**src/rtl/qfr_pkg.sv**
```systemverilog
// Shared definitions for the serial flash read engine.
package qfr_pkg;
    // Link phases of the serial engine.
    typedef enum logic [1:0] {
        ENG_IDLE = 2'd0,
        ENG_GAP  = 2'd1,
        ENG_CMD  = 2'd2,
        ENG_DATA = 2'd3
    } eng_state_t;

    localparam logic [7:0] READ_OPCODE = 8'h03;
    localparam int         OPCODE_W    = 8;
endpackage

```
**src/rtl/qfr_fifo.sv**
```systemverilog
// Prefetch FIFO: single clock, synchronous flush that overrides push and pop.
// Assumes DEPTH is a power of two and that push is never given when full.
module qfr_fifo #(
    parameter int WIDTH = 32,
    parameter int DEPTH = 4
) (
    input  logic             clk,
    input  logic             rst_n,
    input  logic             flush,
    input  logic             push,
    input  logic [WIDTH-1:0] wdata,
    input  logic             pop,
    output logic [WIDTH-1:0] rdata,
    output logic             empty,
    output logic             full
);
    localparam int AW = (DEPTH > 1) ? $clog2(DEPTH) : 1;

    logic [WIDTH-1:0] mem [DEPTH];
    logic [AW-1:0]    wr_ptr, rd_ptr;
    logic [AW:0]      count;

    assign empty = (count == '0);
    assign full  = (count == (AW+1)'(DEPTH));
    assign rdata = mem[rd_ptr];

    // Storage write; data content needs no reset.
    always_ff @(posedge clk) begin
        if (push && !full)
            mem[wr_ptr] <= wdata;
    end

    // Pointer and occupancy tracking with flush priority.
    always_ff @(posedge clk) begin
        if (!rst_n || flush) begin
            wr_ptr <= '0;
            rd_ptr <= '0;
            count  <= '0;
        end else begin
            if (push && !full)
                wr_ptr <= wr_ptr + 1'b1;
            if (pop && !empty)
                rd_ptr <= rd_ptr + 1'b1;
            case ({push && !full, pop && !empty})
                2'b10:   count <= count + 1'b1;
                2'b01:   count <= count - 1'b1;
                default: count <= count;
            endcase
        end
    end
endmodule

```
**src/rtl/qfr_link.sv**
```systemverilog
// Serial link engine: chip-select gap, command plus address shift-out, then
// continuous word reception. SCK toggles every system clock while running.
// Assumes start is a one-clock pulse; hold is sampled only at word boundaries.
module qfr_link
    import qfr_pkg::*;
#(
    parameter int ADDR_W = 24,
    parameter int WORD_W = 32,
    parameter int GAP_W  = 4
) (
    input  logic              clk,
    input  logic              rst_n,
    input  logic              enable,
    input  logic              start,
    input  logic [ADDR_W-1:0] start_addr,
    input  logic [GAP_W-1:0]  gap_cfg,
    input  logic              hold,
    input  logic              miso,
    output logic              cs_n,
    output logic              sck,
    output logic              mosi,
    output logic              word_valid,
    output logic [WORD_W-1:0] word
);
    localparam int CMD_BITS = OPCODE_W + ADDR_W;
    localparam int CNT_MAX  = (CMD_BITS > WORD_W) ? CMD_BITS : WORD_W;
    localparam int CNT_W    = $clog2(CNT_MAX);

    eng_state_t          state;
    logic [GAP_W-1:0]    gap_cnt;
    logic [CNT_W-1:0]    bit_cnt;
    logic [CMD_BITS-1:0] tx_sh;
    logic [WORD_W-1:0]   rx_sh;

    // Phase and shift sequencing for the serial link.
    always_ff @(posedge clk) begin
        if (!rst_n || !enable) begin
            state   <= ENG_IDLE;
            sck     <= 1'b0;
            gap_cnt <= '0;
            bit_cnt <= '0;
            tx_sh   <= '0;
            rx_sh   <= '0;
        end else if (start) begin
            state   <= ENG_GAP;
            sck     <= 1'b0;
            gap_cnt <= gap_cfg;
            bit_cnt <= '0;
            tx_sh   <= {READ_OPCODE, start_addr};
        end else begin
            case (state)
                ENG_GAP: begin
                    if (gap_cnt == '0)
                        state <= ENG_CMD;
                    else
                        gap_cnt <= gap_cnt - 1'b1;
                end
                ENG_CMD: begin
                    sck <= ~sck;
                    if (sck) begin
                        tx_sh <= {tx_sh[CMD_BITS-2:0], 1'b0};
                        if (bit_cnt == CNT_W'(CMD_BITS - 1)) begin
                            state   <= ENG_DATA;
                            bit_cnt <= '0;
                        end else begin
                            bit_cnt <= bit_cnt + 1'b1;
                        end
                    end
                end
                ENG_DATA: begin
                    if (!sck) begin
                        if (!(bit_cnt == '0 && hold)) begin
                            sck   <= 1'b1;
                            rx_sh <= {rx_sh[WORD_W-2:0], miso};
                        end
                    end else begin
                        sck <= 1'b0;
                        if (bit_cnt == CNT_W'(WORD_W - 1))
                            bit_cnt <= '0;
                        else
                            bit_cnt <= bit_cnt + 1'b1;
                    end
                end
                default: state <= ENG_IDLE;
            endcase
        end
    end

    // Output decode from the phase register.
    always_comb begin
        cs_n       = (state == ENG_IDLE) || (state == ENG_GAP);
        mosi       = (state == ENG_CMD) ? tx_sh[CMD_BITS-1] : 1'b0;
        word_valid = (state == ENG_DATA) && sck && (bit_cnt == CNT_W'(WORD_W - 1));
        word       = rx_sh;
    end
endmodule

```
**src/rtl/qfr_dma_gate.sv**
```systemverilog
// DMA request gating: two events masked per line; lines above the
// implemented channel count are tied low.
module qfr_dma_gate #(
    parameter int LINES    = 16,
    parameter int CHANNELS = 4
) (
    input  logic [LINES-1:0] rdy_en,
    input  logic [LINES-1:0] full_en,
    input  logic             data_ready,
    input  logic             word_done,
    output logic [LINES-1:0] req
);
    // One gate per line, selected by implementation.
    for (genvar i = 0; i < LINES; i++) begin : g_line
        if (i < CHANNELS) begin : g_impl
            assign req[i] = (rdy_en[i] & data_ready) | (full_en[i] & word_done);
        end else begin : g_none
            assign req[i] = 1'b0;
        end
    end
endmodule

```
**src/rtl/qfr_read_engine.sv**
```systemverilog
// Top of the memory-mapped serial flash read engine. Tracks the next expected
// bus address; a matching request is served from the prefetch FIFO, any
// other restarts the link after a flush. Assumes word-aligned addresses and
// that req_addr stays stable while req_valid is high.
module qfr_read_engine #(
    parameter int ADDR_W       = 24,
    parameter int WORD_W       = 32,
    parameter int GAP_W        = 4,
    parameter int FIFO_DEPTH   = 4,
    parameter int DMA_LINES    = 16,
    parameter int DMA_CHANNELS = 4
) (
    input  logic                 clk,
    input  logic                 rst_n,
    input  logic                 enable,
    input  logic [GAP_W-1:0]     gap_cfg,
    input  logic [DMA_LINES-1:0] rdy_dma_en,
    input  logic [DMA_LINES-1:0] full_dma_en,
    input  logic                 req_valid,
    input  logic [ADDR_W-1:0]    req_addr,
    output logic                 rsp_ready,
    output logic [WORD_W-1:0]    rsp_data,
    output logic                 cs_n,
    output logic                 sck,
    output logic                 mosi,
    input  logic                 miso,
    output logic [DMA_LINES-1:0] dma_req
);
    localparam int WORD_BYTES = WORD_W / 8;

    logic [ADDR_W-1:0] next_addr;
    logic              stream_ok;
    logic              addr_match, restart;
    logic              fifo_empty, fifo_full;
    logic              word_valid;
    logic [WORD_W-1:0] word;

    // Request classification: continuation versus restart.
    always_comb begin
        addr_match = stream_ok && (req_addr == next_addr);
        rsp_ready  = enable && req_valid && addr_match && !fifo_empty;
        restart    = enable && req_valid && !addr_match;
    end

    // Next expected address and stream validity.
    always_ff @(posedge clk) begin
        if (!rst_n || !enable) begin
            stream_ok <= 1'b0;
            next_addr <= '0;
        end else if (restart) begin
            stream_ok <= 1'b1;
            next_addr <= req_addr;
        end else if (rsp_ready) begin
            next_addr <= next_addr + ADDR_W'(WORD_BYTES);
        end
    end

    qfr_link #(
        .ADDR_W (ADDR_W),
        .WORD_W (WORD_W),
        .GAP_W  (GAP_W)
    ) u_link (
        .clk        (clk),
        .rst_n      (rst_n),
        .enable     (enable),
        .start      (restart),
        .start_addr (req_addr),
        .gap_cfg    (gap_cfg),
        .hold       (fifo_full),
        .miso       (miso),
        .cs_n       (cs_n),
        .sck        (sck),
        .mosi       (mosi),
        .word_valid (word_valid),
        .word       (word)
    );

    qfr_fifo #(
        .WIDTH (WORD_W),
        .DEPTH (FIFO_DEPTH)
    ) u_fifo (
        .clk   (clk),
        .rst_n (rst_n),
        .flush (restart || !enable),
        .push  (word_valid),
        .wdata (word),
        .pop   (rsp_ready),
        .rdata (rsp_data),
        .empty (fifo_empty),
        .full  (fifo_full)
    );

    qfr_dma_gate #(
        .LINES    (DMA_LINES),
        .CHANNELS (DMA_CHANNELS)
    ) u_dma (
        .rdy_en     (rdy_dma_en),
        .full_en    (full_dma_en),
        .data_ready (!fifo_empty),
        .word_done  (word_valid),
        .req        (dma_req)
    );
endmodule

```
**config.mk**
```make
export PLATFORM = sky130hd
export DESIGN_NAME = qfr_read_engine
export DESIGN_NICKNAME = d
export VERILOG_FILES = /design/src/rtl/qfr_pkg.sv /design/src/rtl/qfr_fifo.sv /design/src/rtl/qfr_link.sv /design/src/rtl/qfr_dma_gate.sv /design/src/rtl/qfr_read_engine.sv
export SDC_FILE = /design/constraint.sdc
export NUM_CORES = 1
export LEC_CHECK = 0
export ABC_AREA = 1
export BUFFER_PORTS_ARGS = -buffer_cell sky130_fd_sc_hd__buf_2
export CORE_UTILIZATION = 59
export CTS_CLUSTER_SIZE = 10
export DETAILED_ROUTE_END_ITERATION = 7
export GPL_TIMING_DRIVEN = 0
export PLACE_DENSITY = 0.82
export SLEW_MARGIN = 20
export SYNTH_ARGS = -nofsm -noshare
export SYNTH_HDL_FRONTEND = slang
export SYNTH_SLANG_ARGS = --single-unit
```
**constraint.sdc**
```tcl
create_clock -name clk -period 4.4 [get_ports clk]
set_clock_uncertainty 0.1 [all_clocks]
set_input_delay 0.44 -clock clk [delete_from_list [all_inputs] [get_ports clk]]
set_output_delay 0.44 -clock clk [all_outputs]
set_load 0.02 [all_outputs]
```
==> impl_metrics.py, run 1 <==
metrics = {
    "route": {
        "num_vias": 9225,
        "drc": 12,
        "first_iter_violations": 747,
        "dr.pass1.iters": 8,
        "avgViaCountPerCell": 5.53,
        "totalWireLength_um": 27400,
        "routedWlPerCell_um": 16.4,
        "ant_nets": 0,
    },
    "timing": {
        "fin_crit_ns": 3.44,
        "worst_slew_pin_slew_ns": 0.688,
        "setup_viol": 0,
        "hold_viol": 0,
        "fin_hold_ws_ns": 0.0670,
        "grt_setup_unrepaired": "false",
        "timing.fmax_mhz": 291,
        "report.final.slew_viol_count": 0,
        "slew_headroom_pct": 54.0,
        "fin_crit_sh_pct": 78.1,
    },
    "worst_setup_path": {
        "crit_path_end_kind": "flop",
        "cp_data_required_time_ns": 4.73,
        "r2r_cells": 12,
        "crit_chain": "ha_1, nand2_1, nor2_1, ha_1, nand2_1, nor2_1, nand2_1, ha_1, fa_1, o21ai_0, xor2_1, nor2_1",
        "cp-start-kind": "flop",
        "cp_num_cells": 12,
        "r2r_start": "u_link.bit_cnt[0]",
        "crit_fanout": 7,
        "reg2reg_to": "u_fifo.count[2]",
        "cp.arrival_ns": 3.77,
        "startpoint": "u_link.bit_cnt[0]",
        "cp_slowest_cell": "nor2_1",
        "max_stage_delay_ns": 0.45,
        "r2r_slack_ns": 0.96,
        "crit_end": "u_fifo.count[2]",
        "crit_type": "flop to flop",
        "cp_top_family": "simple AND/OR/NAND/NOR gates",
        "path_buf_inv": 0,
    },
    "clocking": {
        "cts_resized": 0,
        "cts.sinks": 238,
        "tritoncts": "built",
        "post_cts_buffers": 0,
        "ctsHoldBuffers": 0,
        "cts-htree-levels": 1,
        "path_clk_slew_ns": 0.06,
        "clk_latency_ns": 0.56,
        "clock_path_buffers": 3,
        "numCtsBuffers": 28,
        "cts-root-buf": "clkbuf_16",
    },
    "hold_path": {
        "hold_path_class": "primary input to flop",
    },
    "layout": {
        "layout_common_cells": "nand2_1 (308), nor2_1 (240), edfxtp_1 (128)",
        "final_common_cell": "nand2_1",
        "fin_nets": 1501,
        "stdcell_area_sq_um": 12600,
        "syn_to_final_growth_pct": 15.2,
        "fin_util_pct": 69.7,
        "diodes": 0,
        "drive_gt1_share_pct": 12.4,
        "layoutNonFillerInstCount": 1669,
    },
    "yosys": {
        "synth_edf_count": 128,
        "ys_types": 39,
        "ys_async_sr_fraction_pct": 0,
        "postSynthCellCount": 1296,
        "yosysWarnings": 0,
        "synth-seq-cells": 238,
        "synth-main-ff-cell": "edfxtp_1",
        "seq_area_frac_synth_pct": 55.2,
        "avgSynthCellArea_sq_um": 8.45,
        "synth_area_sq_um": 10900,
    },
    "pwr": {
        "cellInternalPower_mw": 3.60,
        "pwr-share-comb_pct": 4.3,
        "power_density_nw_per_um2": 367,
        "power_frac_clock_pct": 45.1,
        "power.switching_mw": 1.03,
        "vdd_drop_max_mv": 0.351,
        "p_leak_nw": 4.82,
        "switching_share_pct": 22.2,
        "seqPwrFrac_pct": 50.6,
    },
    "placement": {
        "io_buffers": 80,
        "gp_congestion": 0.989,
        "place_inst": 1620,
        "dp_hpwl_um": 18700,
        "dpl-instance-area_sq_um": 11800,
    },
    "global_route": {
        "antenna_found_initial": 0,
        "grt_pass1_vias": 8675,
        "grt_pass1_wl_um": 43400,
        "track_usage_pct": 28.6,
        "grt_max_degree": 25,
        "grt_overflow": 0,
    },
    "outcome": {
        "violations": "DRC",
        "status": "finished with violations",
    },
    "die": {
        "core_area_sq_um": 18100,
        "rows": 49,
        "num_io_pins": 117,
        "fp.dieH_um": 138,
        "die_area_sq_um": 19100,
        "initial_core_util_pct": 60.5,
        "die_x_um": 138,
    },
    "run": {
        "maxCapViolations": 0,
    },
}
per-layer routing:
layer	wire [um]	GRT usage (%)	vias up	part of all wire [%]
met3	1830	3.81	80	6.7
met5	0	0	-	0
li1	-	-	4492	-
met2	13600	51.4	403	50
met1	11000	34.5	4250	40
met4	971	12.2	0	3.5
final cells by class:
cell class                 instances  area [sq um]
buffer                            66           369
sequential                       238          6050
clock inverter                     2          38.8
inverter                         103           388
multi-input combinational        900          4220
clock buffer                      47           782
timing repair buffer              84           488
fill                            1418          5470
tap                              229           287
worst register-to-register path, stage by stage, from the launching register on:
cell and delay, ns:
dfxtp_1 0.41, ha_1 0.22, nand2_1 0.08, nor2_1 0.13, ha_1 0.20, nand2_1 0.09, nor2_1 0.45, nand2_1 0.41
ha_1 0.35, fa_1 0.39, o21ai_0 0.25, xor2_1 0.18, nor2_1 0.07
metrics by stage:
stage          setup WS [ns]  setup TNS [ns]  power [mW]
3_3_place_gp          -0.164          -16.37        2.58
4_1_cts                0.988               0        4.64
5_1_grt                0.692               0        4.75
3_5_place_dp            1.11               0        2.58
6_report               0.962               0        4.63
2_1_floorplan           1.11               0        2.52
worst min-delay path by stage:
stage,start,end,depth (start not counted)
after floorplan,u_link.tx_sh[1],u_link.tx_sh[2],2
after global placement,u_link.tx_sh[21],u_link.tx_sh[22],2
after detailed placement,u_link.tx_sh[6],u_link.tx_sh[7],2
after CTS,gap_cfg[1],u_link.gap_cnt[1],3
after global routing,gap_cfg[1],u_link.gap_cnt[1],3
final,gap_cfg[1],u_link.gap_cnt[1],3
registers in the layout, summed over array words and instances, names as in the netlist, 2 cells and up, named ones only:
| signal | flops |
|---|---|
| u_link.word | 32 |
| u_fifo.wr_ptr | 2 |
| u_fifo.rd_ptr | 2 |
| u_fifo.count | 3 |
| u_fifo.mem | 128 |
| u_link.bit_cnt | 5 |
| u_link.gap_cnt | 4 |
| u_link.tx_sh | 32 |
| u_link.state | 2 |
| next_addr | 24 |
cells in the mapped netlist, drive strengths merged, types with 22 or more instances:
cell type  number  area [sq um]
nand2         313          1220
nor2          250           972
edfxtp        128          3840
dfxtp         110          2200
o21ai         109           546
inv            99           372
nand3          82           428
buf            33           245
clkbuf         33           124
o22ai          32           200
a21oi          30           150
xor2           22           193
power by group through the flow:
| stage | sequential [mW] | clock (mW) | combinational, mW |
|---|---|---|---|
| floorplan | 2.38 | 0 | 0.132 |
| global placement | 2.39 | 0 | 0.194 |
| detailed placement | 2.39 | 0 | 0.197 |
| CTS | 2.34 | 2.10 | 0.198 |
| global route | 2.34 | 2.19 | 0.222 |
| finish | 2.34 | 2.09 | 0.201 |
cells by family after synthesis:
family | synth area share (%)
compound gates | 8.62
buf+inv | 6.91
xor+xnor | 1.92
simple gates | 25.4
flops | 55.2
mux | 0.0914
other cells | 0.0343
fa+ha+maj | 1.78
Power figures use the tool's default switching activity.
==> run 2, diff against run 1 <==
==> constraint.sdc (replaced) <==
create_clock -name clk -period 3.35 [get_ports clk]
set_clock_uncertainty 0.1 [all_clocks]
set_input_delay 0.335 -clock clk [delete_from_list [all_inputs] [get_ports clk]]
set_output_delay 0.335 -clock clk [all_outputs]
set_load 0.02 [all_outputs]
==> run 2 against run 1 <==
Against the previous run: the run still ends with DRC left; first-iteration DRC count grew 1.6%; total power grew 31%; core utilization grew 0.21 points; global-route usage is essentially flat; largest power group unchanged; highest routed layer unchanged.
==> impl_metrics.py, run 2 (same netlist as run 1, synthesis figures left out) <==
metrics = {
    "global_route": {
        "grt_max_degree": 25,
        "antenna_found_initial": 0,
        "track_usage_pct": 28.6,
        "grt_overflow": 0,
        "grt_pass1_wl_um": 43500,
        "grt_pass1_vias": 8689,
    },
    "clocking": {
        "clock_path_buffers": 3,
        "cts.sinks": 238,
        "clk_latency_ns": 0.56,
        "post_cts_buffers": 0,
        "cts-htree-levels": 1,
        "numCtsBuffers": 28,
        "path_clk_slew_ns": 0.06,
        "tritoncts": "built",
        "cts-root-buf": "clkbuf_16",
    },
    "run": {
        "maxCapViolations": 0,
    },
    "hold_path": {
        "hold_path_class": "primary input to flop",
    },
    "timing": {
        "slew_headroom_pct": 54.2,
        "setup_viol": 0,
        "grt_setup_unrepaired": "false",
        "tns_ns": 0,
        "timing.fmax_mhz": 325,
        "report.final.slew_viol_count": 0,
        "fin_crit_sh_pct": 91.9,
        "worst_slew_pin_slew_ns": 0.685,
        "hold_viol": 0,
        "fin_crit_ns": 3.08,
        "setup_slack_ns": 0.272,
    },
    "layout": {
        "fill_cells": 1416,
        "regMostFlops": "u_fifo.mem",
        "largest_register_ffs": 128,
        "fin_nets": 1504,
        "drive_gt1_share_pct": 12.5,
        "syn_to_final_growth_pct": 15.6,
        "final_common_cell": "nand2_1",
        "layout_common_cells": "nand2_1 (307), nor2_1 (239), edfxtp_1 (128)",
        "stdcell_area_sq_um": 12700,
    },
    "placement": {
        "place_ws_ns": 0.0596,
        "dpl-instance-area_sq_um": 11800,
        "io_buffers": 80,
        "gp_congestion": 0.989,
        "dp_hpwl_um": 18700,
    },
    "die": {
        "rows": 49,
        "die_area_sq_um": 19100,
        "num_io_pins": 117,
        "fp.dieH_um": 138,
        "core_area_sq_um": 18100,
        "die_x_um": 138,
        "initial_core_util_pct": 60.5,
    },
    "route": {
        "dr.pass1.iters": 8,
        "ant_nets": 0,
        "first_iter_violations": 759,
        "drc": 24,
        "avgViaCountPerCell": 5.49,
        "routedWlPerCell_um": 16.4,
        "totalWireLength_um": 27400,
        "num_vias": 9177,
    },
    "worst_setup_path": {
        "crit_chain": "ha_1, nand2_1, nor2_1, ha_1, nand2_1, nor2_2, nand2_2, ha_1, fa_1, o21ai_0, xor2_1, nor2_1",
        "cp_top_family": "adder cells",
        "crit_fanout": 7,
        "cp-start-kind": "flop",
        "crit_path_end_kind": "flop",
        "cp.arrival_ns": 3.41,
        "max_stage_delay_ns": 0.41,
        "cp_data_required_time_ns": 3.68,
        "path_buf_inv": 0,
        "crit_top_cell": "ha_1",
        "cp_slowest_cell": "dfxtp_1",
        "crit_type": "flop to flop",
    },
    "pwr": {
        "power_density_nw_per_um2": 481,
        "vdd_drop_max_mv": 0.461,
        "p_leak_nw": 4.84,
    },
    "outcome": {
        "status": "finished with violations",
        "violations": "DRC",
    },
}
-- run 2: cell count changes in the layout (fill, tap and decap cells not counted) --
cell	before	now
diode_2	0	1
nor2_2	4	5
nand2_1	308	307
nand2_2	1	2
dlygate4sd3_1	0	3
nor2_1	240	239
-- run 2: worst register-to-register path, cell delays in order (launching register included) --
cell and delay (ns):
dfxtp_1 0.41, ha_1 0.22, nand2_1 0.08, nor2_1 0.11
ha_1 0.19, nand2_1 0.10, nor2_2 0.33, nand2_2 0.25
ha_1 0.29, fa_1 0.39, o21ai_0 0.25, xor2_1 0.18
nor2_1 0.07
-- run 2: worst paths after layout --
path / from / end / slack, ns / cells past startpoint
hold / removal: gap_cfg[0] / u_link.gap_cnt[0] / 0.01 / 3
setup reg to reg: u_link.bit_cnt[0] / u_fifo.count[2] / 0.27 / 12
setup / recovery: u_link.bit_cnt[0] / u_fifo.count[2] / 0.27 / 12
hold reg to reg: u_link.tx_sh[18] / u_link.tx_sh[19] / 0.34 / 2
-- run 2: layer usage --
metal | vias to the layer above | routed length, um | GRT usage [%]
li1 | 4496 | - | -
met1 | 4233 | 11000 | 34.5
met2 | 371 | 13600 | 51.5
met3 | 77 | 1840 | 3.81
met4 | 0 | 988 | 12.2
met5 | - | 0 | 0
-- run 2: report_power, final --
part | switching, mW | total (mW) | internal (mW) | leakage [nW]
Clock | 1.16 | 2.74 | 1.58 | 0.389
Sequential | 0.0150 | 3.08 | 3.06 | 1.78
Combinational | 0.174 | 0.266 | 0.0927 | 2.67
Total | 1.35 | 6.09 | 4.74 | 4.84
-- run 2: stage by stage --
| step | utilization (%) | power [mW] | cells | hold slack (ns) |
|---|---|---|---|---|
| CTS | 69.9 | 6.09 | 1672 | 0.00405 |
| floorplan | - | 3.30 | 1307 | 0.326 |
| global placement | 64.6 | 3.39 | 1616 | 0.332 |
| global route | 69.9 | 6.24 | 1672 | 0.0131 |
| detailed placement | 65.2 | 3.39 | 1620 | 0.341 |
| finish | 70.0 | 6.09 | 1673 | 0.0118 |
-- run 2: final cells by class --
cell class | instances | area (sq um) | area share (%)
inverters | 103 | 388 | 3.07
diodes | 1 | 2.50 | 0.0198
clock buffers | 47 | 782 | 6.18
plain buffers | 66 | 369 | 2.92
flip-flops and latches | 238 | 6050 | 47.8
multi-input cells | 900 | 4220 | 33.4
repair buffers | 87 | 518 | 4.09
clock inverters | 2 | 38.8 | 0.307
well taps | 229 | 287 | 2.26
-- run 2: timing repair --
item / CTS / global route
gates cloned: 0 / 0
hold buffers: 3 / 0
resized for setup: 1 / 1
hold endpoints to repair: 3 / 0
endpoints found under the setup margin: 1 / 1
